$ cat config.mk
export PLATFORM = sky130hd
export DESIGN_NAME = sar_cdac_ctrl
export DESIGN_NICKNAME = d
export VERILOG_FILES = /design/src/rtl/sar_pkg.sv /design/src/rtl/sar_ctrl.sv /design/src/rtl/sar_datapath.sv /design/src/rtl/sar_cdac_ctrl.sv
export SDC_FILE = /design/constraint.sdc
export NUM_CORES = 1
export LEC_CHECK = 0
export BUFFER_PORTS_ARGS = -buffer_cell sky130_fd_sc_hd__clkbuf_2
export CAP_MARGIN = 25
export CORE_MARGIN = 10
export CORE_UTILIZATION = 25
export DETAILED_ROUTE_END_ITERATION = 10
export PLACE_DENSITY = 0.53
export SLEW_MARGIN = 20
export SYNTH_ARGS = -nofsm -noshare
export SYNTH_HDL_FRONTEND = slang
export SYNTH_SLANG_ARGS = --single-unit
$ cat constraint.sdc
create_clock -name clk -period 1.91 [get_ports clk]
set_clock_uncertainty 0.1 [all_clocks]
set_input_delay 0.382 -clock clk [delete_from_list [all_inputs] [get_ports clk]]
set_output_delay 0.382 -clock clk [all_outputs]
set_load 0.05 [all_outputs]
$ cat src/rtl/sar_pkg.sv
package sar_pkg;

  typedef enum logic [1:0] {
    ST_IDLE,
    ST_SAMPLE,
    ST_CONVERT
  } sarState_t;

  typedef struct packed {
    logic load;    // enter first bit cycle: place half-scale trial
    logic step;    // resolve current bit, place next trial
    logic finish;  // resolve LSB, publish code
  } sarStrobe_t;

endpackage

$ cat src/rtl/sar_ctrl.sv
module sar_ctrl
  import sar_pkg::*;
#(
  parameter int N = 8
) (
  input  logic       clk,
  input  logic       rstN,
  input  logic       startReq,
  output sarStrobe_t strobe,
  output logic       trackEn
);

  localparam int CW = (N > 1) ? $clog2(N) : 1;

  sarState_t       state;
  logic [CW-1:0]   bitCnt;

  always_ff @(posedge clk or negedge rstN) begin
    if (!rstN) begin
      state  <= ST_IDLE;
      bitCnt <= '0;
    end else begin
      unique case (state)
        ST_IDLE: begin
          if (startReq) state <= ST_SAMPLE;
        end
        ST_SAMPLE: begin
          state  <= ST_CONVERT;
          bitCnt <= CW'(N - 1);
        end
        ST_CONVERT: begin
          if (bitCnt == '0) state <= ST_IDLE;
          else              bitCnt <= bitCnt - 1'b1;
        end
        default: state <= ST_IDLE;
      endcase
    end
  end

  always_comb begin
    strobe.load   = (state == ST_SAMPLE);
    strobe.step   = (state == ST_CONVERT) && (bitCnt != '0);
    strobe.finish = (state == ST_CONVERT) && (bitCnt == '0);
    trackEn       = (state != ST_CONVERT);
  end

endmodule

$ cat src/rtl/sar_datapath.sv
module sar_datapath
  import sar_pkg::*;
#(
  parameter int N = 8
) (
  input  logic         clk,
  input  logic         rstN,
  input  sarStrobe_t   strobe,
  input  logic         cmpHigh,
  output logic [N-1:0] plateRef,
  output logic [N-1:0] resultCode,
  output logic         doneStrobe
);

  localparam logic [N-1:0] HALF_SCALE = {1'b1, {(N-1){1'b0}}};

  logic [N-1:0] trialMask;
  logic [N-1:0] plateReg;
  logic [N-1:0] fixedPlates;

  // Node above zero means the trial exceeds the input: drop the trial cap.
  always_comb begin
    fixedPlates = cmpHigh ? (plateReg & ~trialMask) : plateReg;
  end

  always_ff @(posedge clk or negedge rstN) begin
    if (!rstN) begin
      trialMask  <= '0;
      plateReg   <= '0;
      resultCode <= '0;
      doneStrobe <= 1'b0;
    end else begin
      doneStrobe <= strobe.finish;
      if (strobe.load) begin
        trialMask <= HALF_SCALE;
        plateReg  <= HALF_SCALE;
      end else if (strobe.step) begin
        plateReg  <= fixedPlates | (trialMask >> 1);
        trialMask <= trialMask >> 1;
      end else if (strobe.finish) begin
        resultCode <= fixedPlates;
        plateReg   <= '0;
        trialMask  <= '0;
      end
    end
  end

  assign plateRef = plateReg;

endmodule

$ cat src/rtl/sar_cdac_ctrl.sv
module sar_cdac_ctrl
  import sar_pkg::*;
#(
  parameter int N = 8
) (
  input  logic         clk,
  input  logic         rstN,
  input  logic         startReq,
  input  logic         cmpHigh,
  output logic         sampleSw,
  output logic         selInput,
  output logic [N-1:0] plateRef,
  output logic [N-1:0] resultCode,
  output logic         doneStrobe
);

  sarStrobe_t strobe;
  logic       trackEn;

  sar_ctrl #(.N(N)) u_ctrl (
    .clk      (clk),
    .rstN     (rstN),
    .startReq (startReq),
    .strobe   (strobe),
    .trackEn  (trackEn)
  );

  sar_datapath #(.N(N)) u_dp (
    .clk        (clk),
    .rstN       (rstN),
    .strobe     (strobe),
    .cmpHigh    (cmpHigh),
    .plateRef   (plateRef),
    .resultCode (resultCode),
    .doneStrobe (doneStrobe)
  );

  assign sampleSw = trackEn;
  assign selInput = trackEn;

endmodule

==> flow_summary.rst <==
.. list-table::
   :header-rows: 1

   * - Metric
     - Value
   * - Power density normalized to cell area
     - 1430 nW/um2
   * - Cell leakage power
     - 0.811 nW
   * - Mapped Cells
     - 134
   * - Ys flop type
     - dfrtp_1
   * - DRT iter0 DRCs
     - 56
   * - Routed via count divided by cell count
     - 4.40
   * - Number of buffers inserted by port buffering
     - 22
   * - Largest net degree at the start of global routing
     - 31
   * - Diodes inserted
     - 0
   * - Sum of overflow across all layers after global routing
     - 0
   * - Synthesized Nets
     - 144
   * - Worst voltage drop across the vdd grid
     - 0.437 mV
   * - Rel. slew slack
     - 75.1%
   * - Final Hold Vio Count
     - 0
   * - Most area-hungry cell type in the Yosys netlist
     - dfrtp_1
   * - Clock tree from TritonCTS
     - built
   * - Cell area after layout
     - 1790 um2
   * - Startpoint class of the critical path
     - flop
   * - Share of final-layout standard cells stronger than drive strength 1
     - 31.7%
   * - Depth of the CTS H-tree
     - 2
   * - Critical-path maximum fanout
     - 8
   * - Via count
     - 1025
   * - Deepest clock path buffer count
     - 2
   * - CP endpoint kind
     - output port
   * - Post-route ant nets
     - 0
   * - Final critical path time including I/O delays and setup
     - 1.84 ns
   * - Count of cell types in the netlist
     - 31
   * - Number of antenna violations at the first check in global routing
     - 0
   * - Number of remaining DRC errors
     - 0
   * - Root buffer cell
     - clkbuf_8
   * - Starting density of the core
     - 25.8%
   * - Final setup fails
     - 0
   * - Most numerous cell in the Yosys netlist
     - dfrtp_1
   * - Core region area
     - 5540 um2
   * - Proportion of synthesized flip-flops having asynchronous set or reset
     - 100%
   * - Die area
     - 9150 um2
   * - F_max
     - 544 MHz
   * - Row Count
     - 27
   * - Top cells by instance count after synthesis
     - dfrtp_1, inv_1, a21oi_1, o22ai_1
   * - Number of synthesized flops with an enable pin
     - 0
   * - Length of the first detailed-routing pass in iterations
     - 4
   * - Placed cell areas
     - 1640 um2
   * - Fraction of synthesized cell area taken by the top area cell type
     - 52.5%
   * - Post-CTS setup-driven buffer insertion count
     - 0
   * - Required time worst endpoint
     - 1.43 ns
   * - TritonCTS Buffers
     - 5
   * - CTS sink count
     - 30
   * - Type of the worst min-delay path
     - primary input to async pin
   * - Wire length of the first global-routing pass
     - 4920 um
   * - Start-to-end type of the worst setup path
     - flop to output port
   * - Average instance area after synthesis
     - 10.7 um2
   * - Boundary pin count
     - 23
   * - Die width
     - 95.6 um
   * - Vertical extent of the die
     - 95.6 um
   * - FF+latch count, synth
     - 30
   * - Vias in the first global route
     - 1045
   * - Part of the Yosys area used for sequential elements
     - 52.5%
   * - Worst Hold Margin
     - 0.0118 ns
   * - Max-slew violation count
     - 0
   * - WP data arrival
     - 1.36 ns
   * - Number of maximum-capacitance constraint violations
     - 0
   * - Clock insertion delay at the later pin of the skew report
     - 0.28 ns
   * - Hold bufs inserted after CTS
     - 0
   * - Warnings, synthesis
     - 0
   * - Layout overhead on the synthesized area
     - 25.1%
   * - Number of nets in the finished design
     - 170
   * - GRT Overall Usage
     - 6.83%
   * - Wire length per cell after detailed routing
     - 12.2 um
   * - RSZ-0062 raised after global routing
     - yes
   * - Outcome
     - finished, final reports clean
   * - Slew of the pin with the lowest slew margin
     - 0.374 ns
   * - Post-route total power
     - 2.55 mW
   * - Routed WL
     - 2840 um
   * - Final Wtd Congestion
     - 0.702
   * - Final HPWL from detailed placement
     - 2010 um
   * - Cell Area, Synth
     - 1430 um2
   * - Final clock period utilization by the worst path
     - 96.2%
   * - Clk slew on worst S/H paths
     - 0.06 ns
   * - Main area contributors after synthesis
     - dfrtp_1, mux2_2, ha_1
[registers in the layout, indices dropped and copies added, names as in the netlist]
name / count
u_dp.resultCode: 8
u_dp.doneStrobe: 1
u_ctrl.state: 2
u_dp.plateRef: 8
u_dp.trialMask: 8
u_ctrl.bitCnt: 3
[routing by layer]
metal	share of wire (%)	GRT usage [%]	vias up	routed length, um
met5	0	0	-	0
met4	1.4	3.32	0	41
met3	9.2	3.38	5	261
met2	43	9.99	23	1210
met1	47	8.15	490	1320
li1	-	-	507	-
[metrics by stage]
step	TNS, ns	std cells	worst slack (ns)	util [%]
5_1_grt	-0.0227	233	-0.0137	32.3
3_3_place_gp	0	225	0.198	29.7
4_1_cts	0	233	0.0506	32.3
3_5_place_dp	0	225	0.165	29.7
6_report	0	233	0.0722	32.3
2_1_floorplan	0	134	0.0861	-
[worst paths after layout]
path | from | endpoint | slack (ns) | depth (start not counted)
worst max-delay path | u_ctrl.state[0] | selInput | 0.07 | 4
worst min-delay path | rstN | u_ctrl.bitCnt[2] | 0.01 | 2
worst max register to register | u_ctrl.state[0] | u_dp.resultCode[4] | 0.16 | 6
worst min register to register | u_dp.resultCode[0] | u_dp.resultCode[0] | 0.41 | 1
max in group asynchronous | rstN | u_dp.plateRef[4] | 1.43 | 2
min in group clk | startReq | u_ctrl.state[0] | 0.37 | 3
[worst max-delay path: stages (launching register included)]
cell and delay [ns]:
dfrtp_1 0.38, inv_1 0.12, ha_2 0.28, inv_1 0.07
clkbuf_2 0.24
[power by group]
part           internal (mW)  switching [mW]
Sequential             0.724          0.0559
Combinational          0.363           0.625
Clock                  0.556           0.229
[final cells by class]
type	instances	area (um2)
fill	567	3750
sequential	30	751
multi-input combinational	76	562
timing repair buffer	26	165
tap	72	90.1
clock buffer	6	82.6
inverter	21	78.8
clock inverter	2	60.1
[kinds of logic (layout without fill, tap and decap cells)]
kind of cell    Yosys count  after routing  synth area share, %
flops                    30             30                 52.5
mux                      10             10                 8.14
simple gates             19             19                 7.53
compound gates           41             41                 18.2
buf+inv                  28             55                 8.40
fa+ha+maj                 6              6                 5.25
[cell usage in the layout, fill, tap and decap left out, drive strengths merged, types with 2 or more instances in the layout]
cell type and n:
nand2 9, bufinv 2, a21boi 7, nand3 2, ha 6, o22ai 12, nand2b 2, inv 21
mux2 10, buf 4, o21ai 4, a21oi 12, clkbuf 28, dfrtp 30, nor2 2
[what timing repair did]
action | CTS | global route
pin swaps | 0 | 0
endpoints found under the setup margin | 2 | 2
gates cloned | 0 | 0
gates resized for setup | 1 | 0
(Power assumes the default switching activity.)
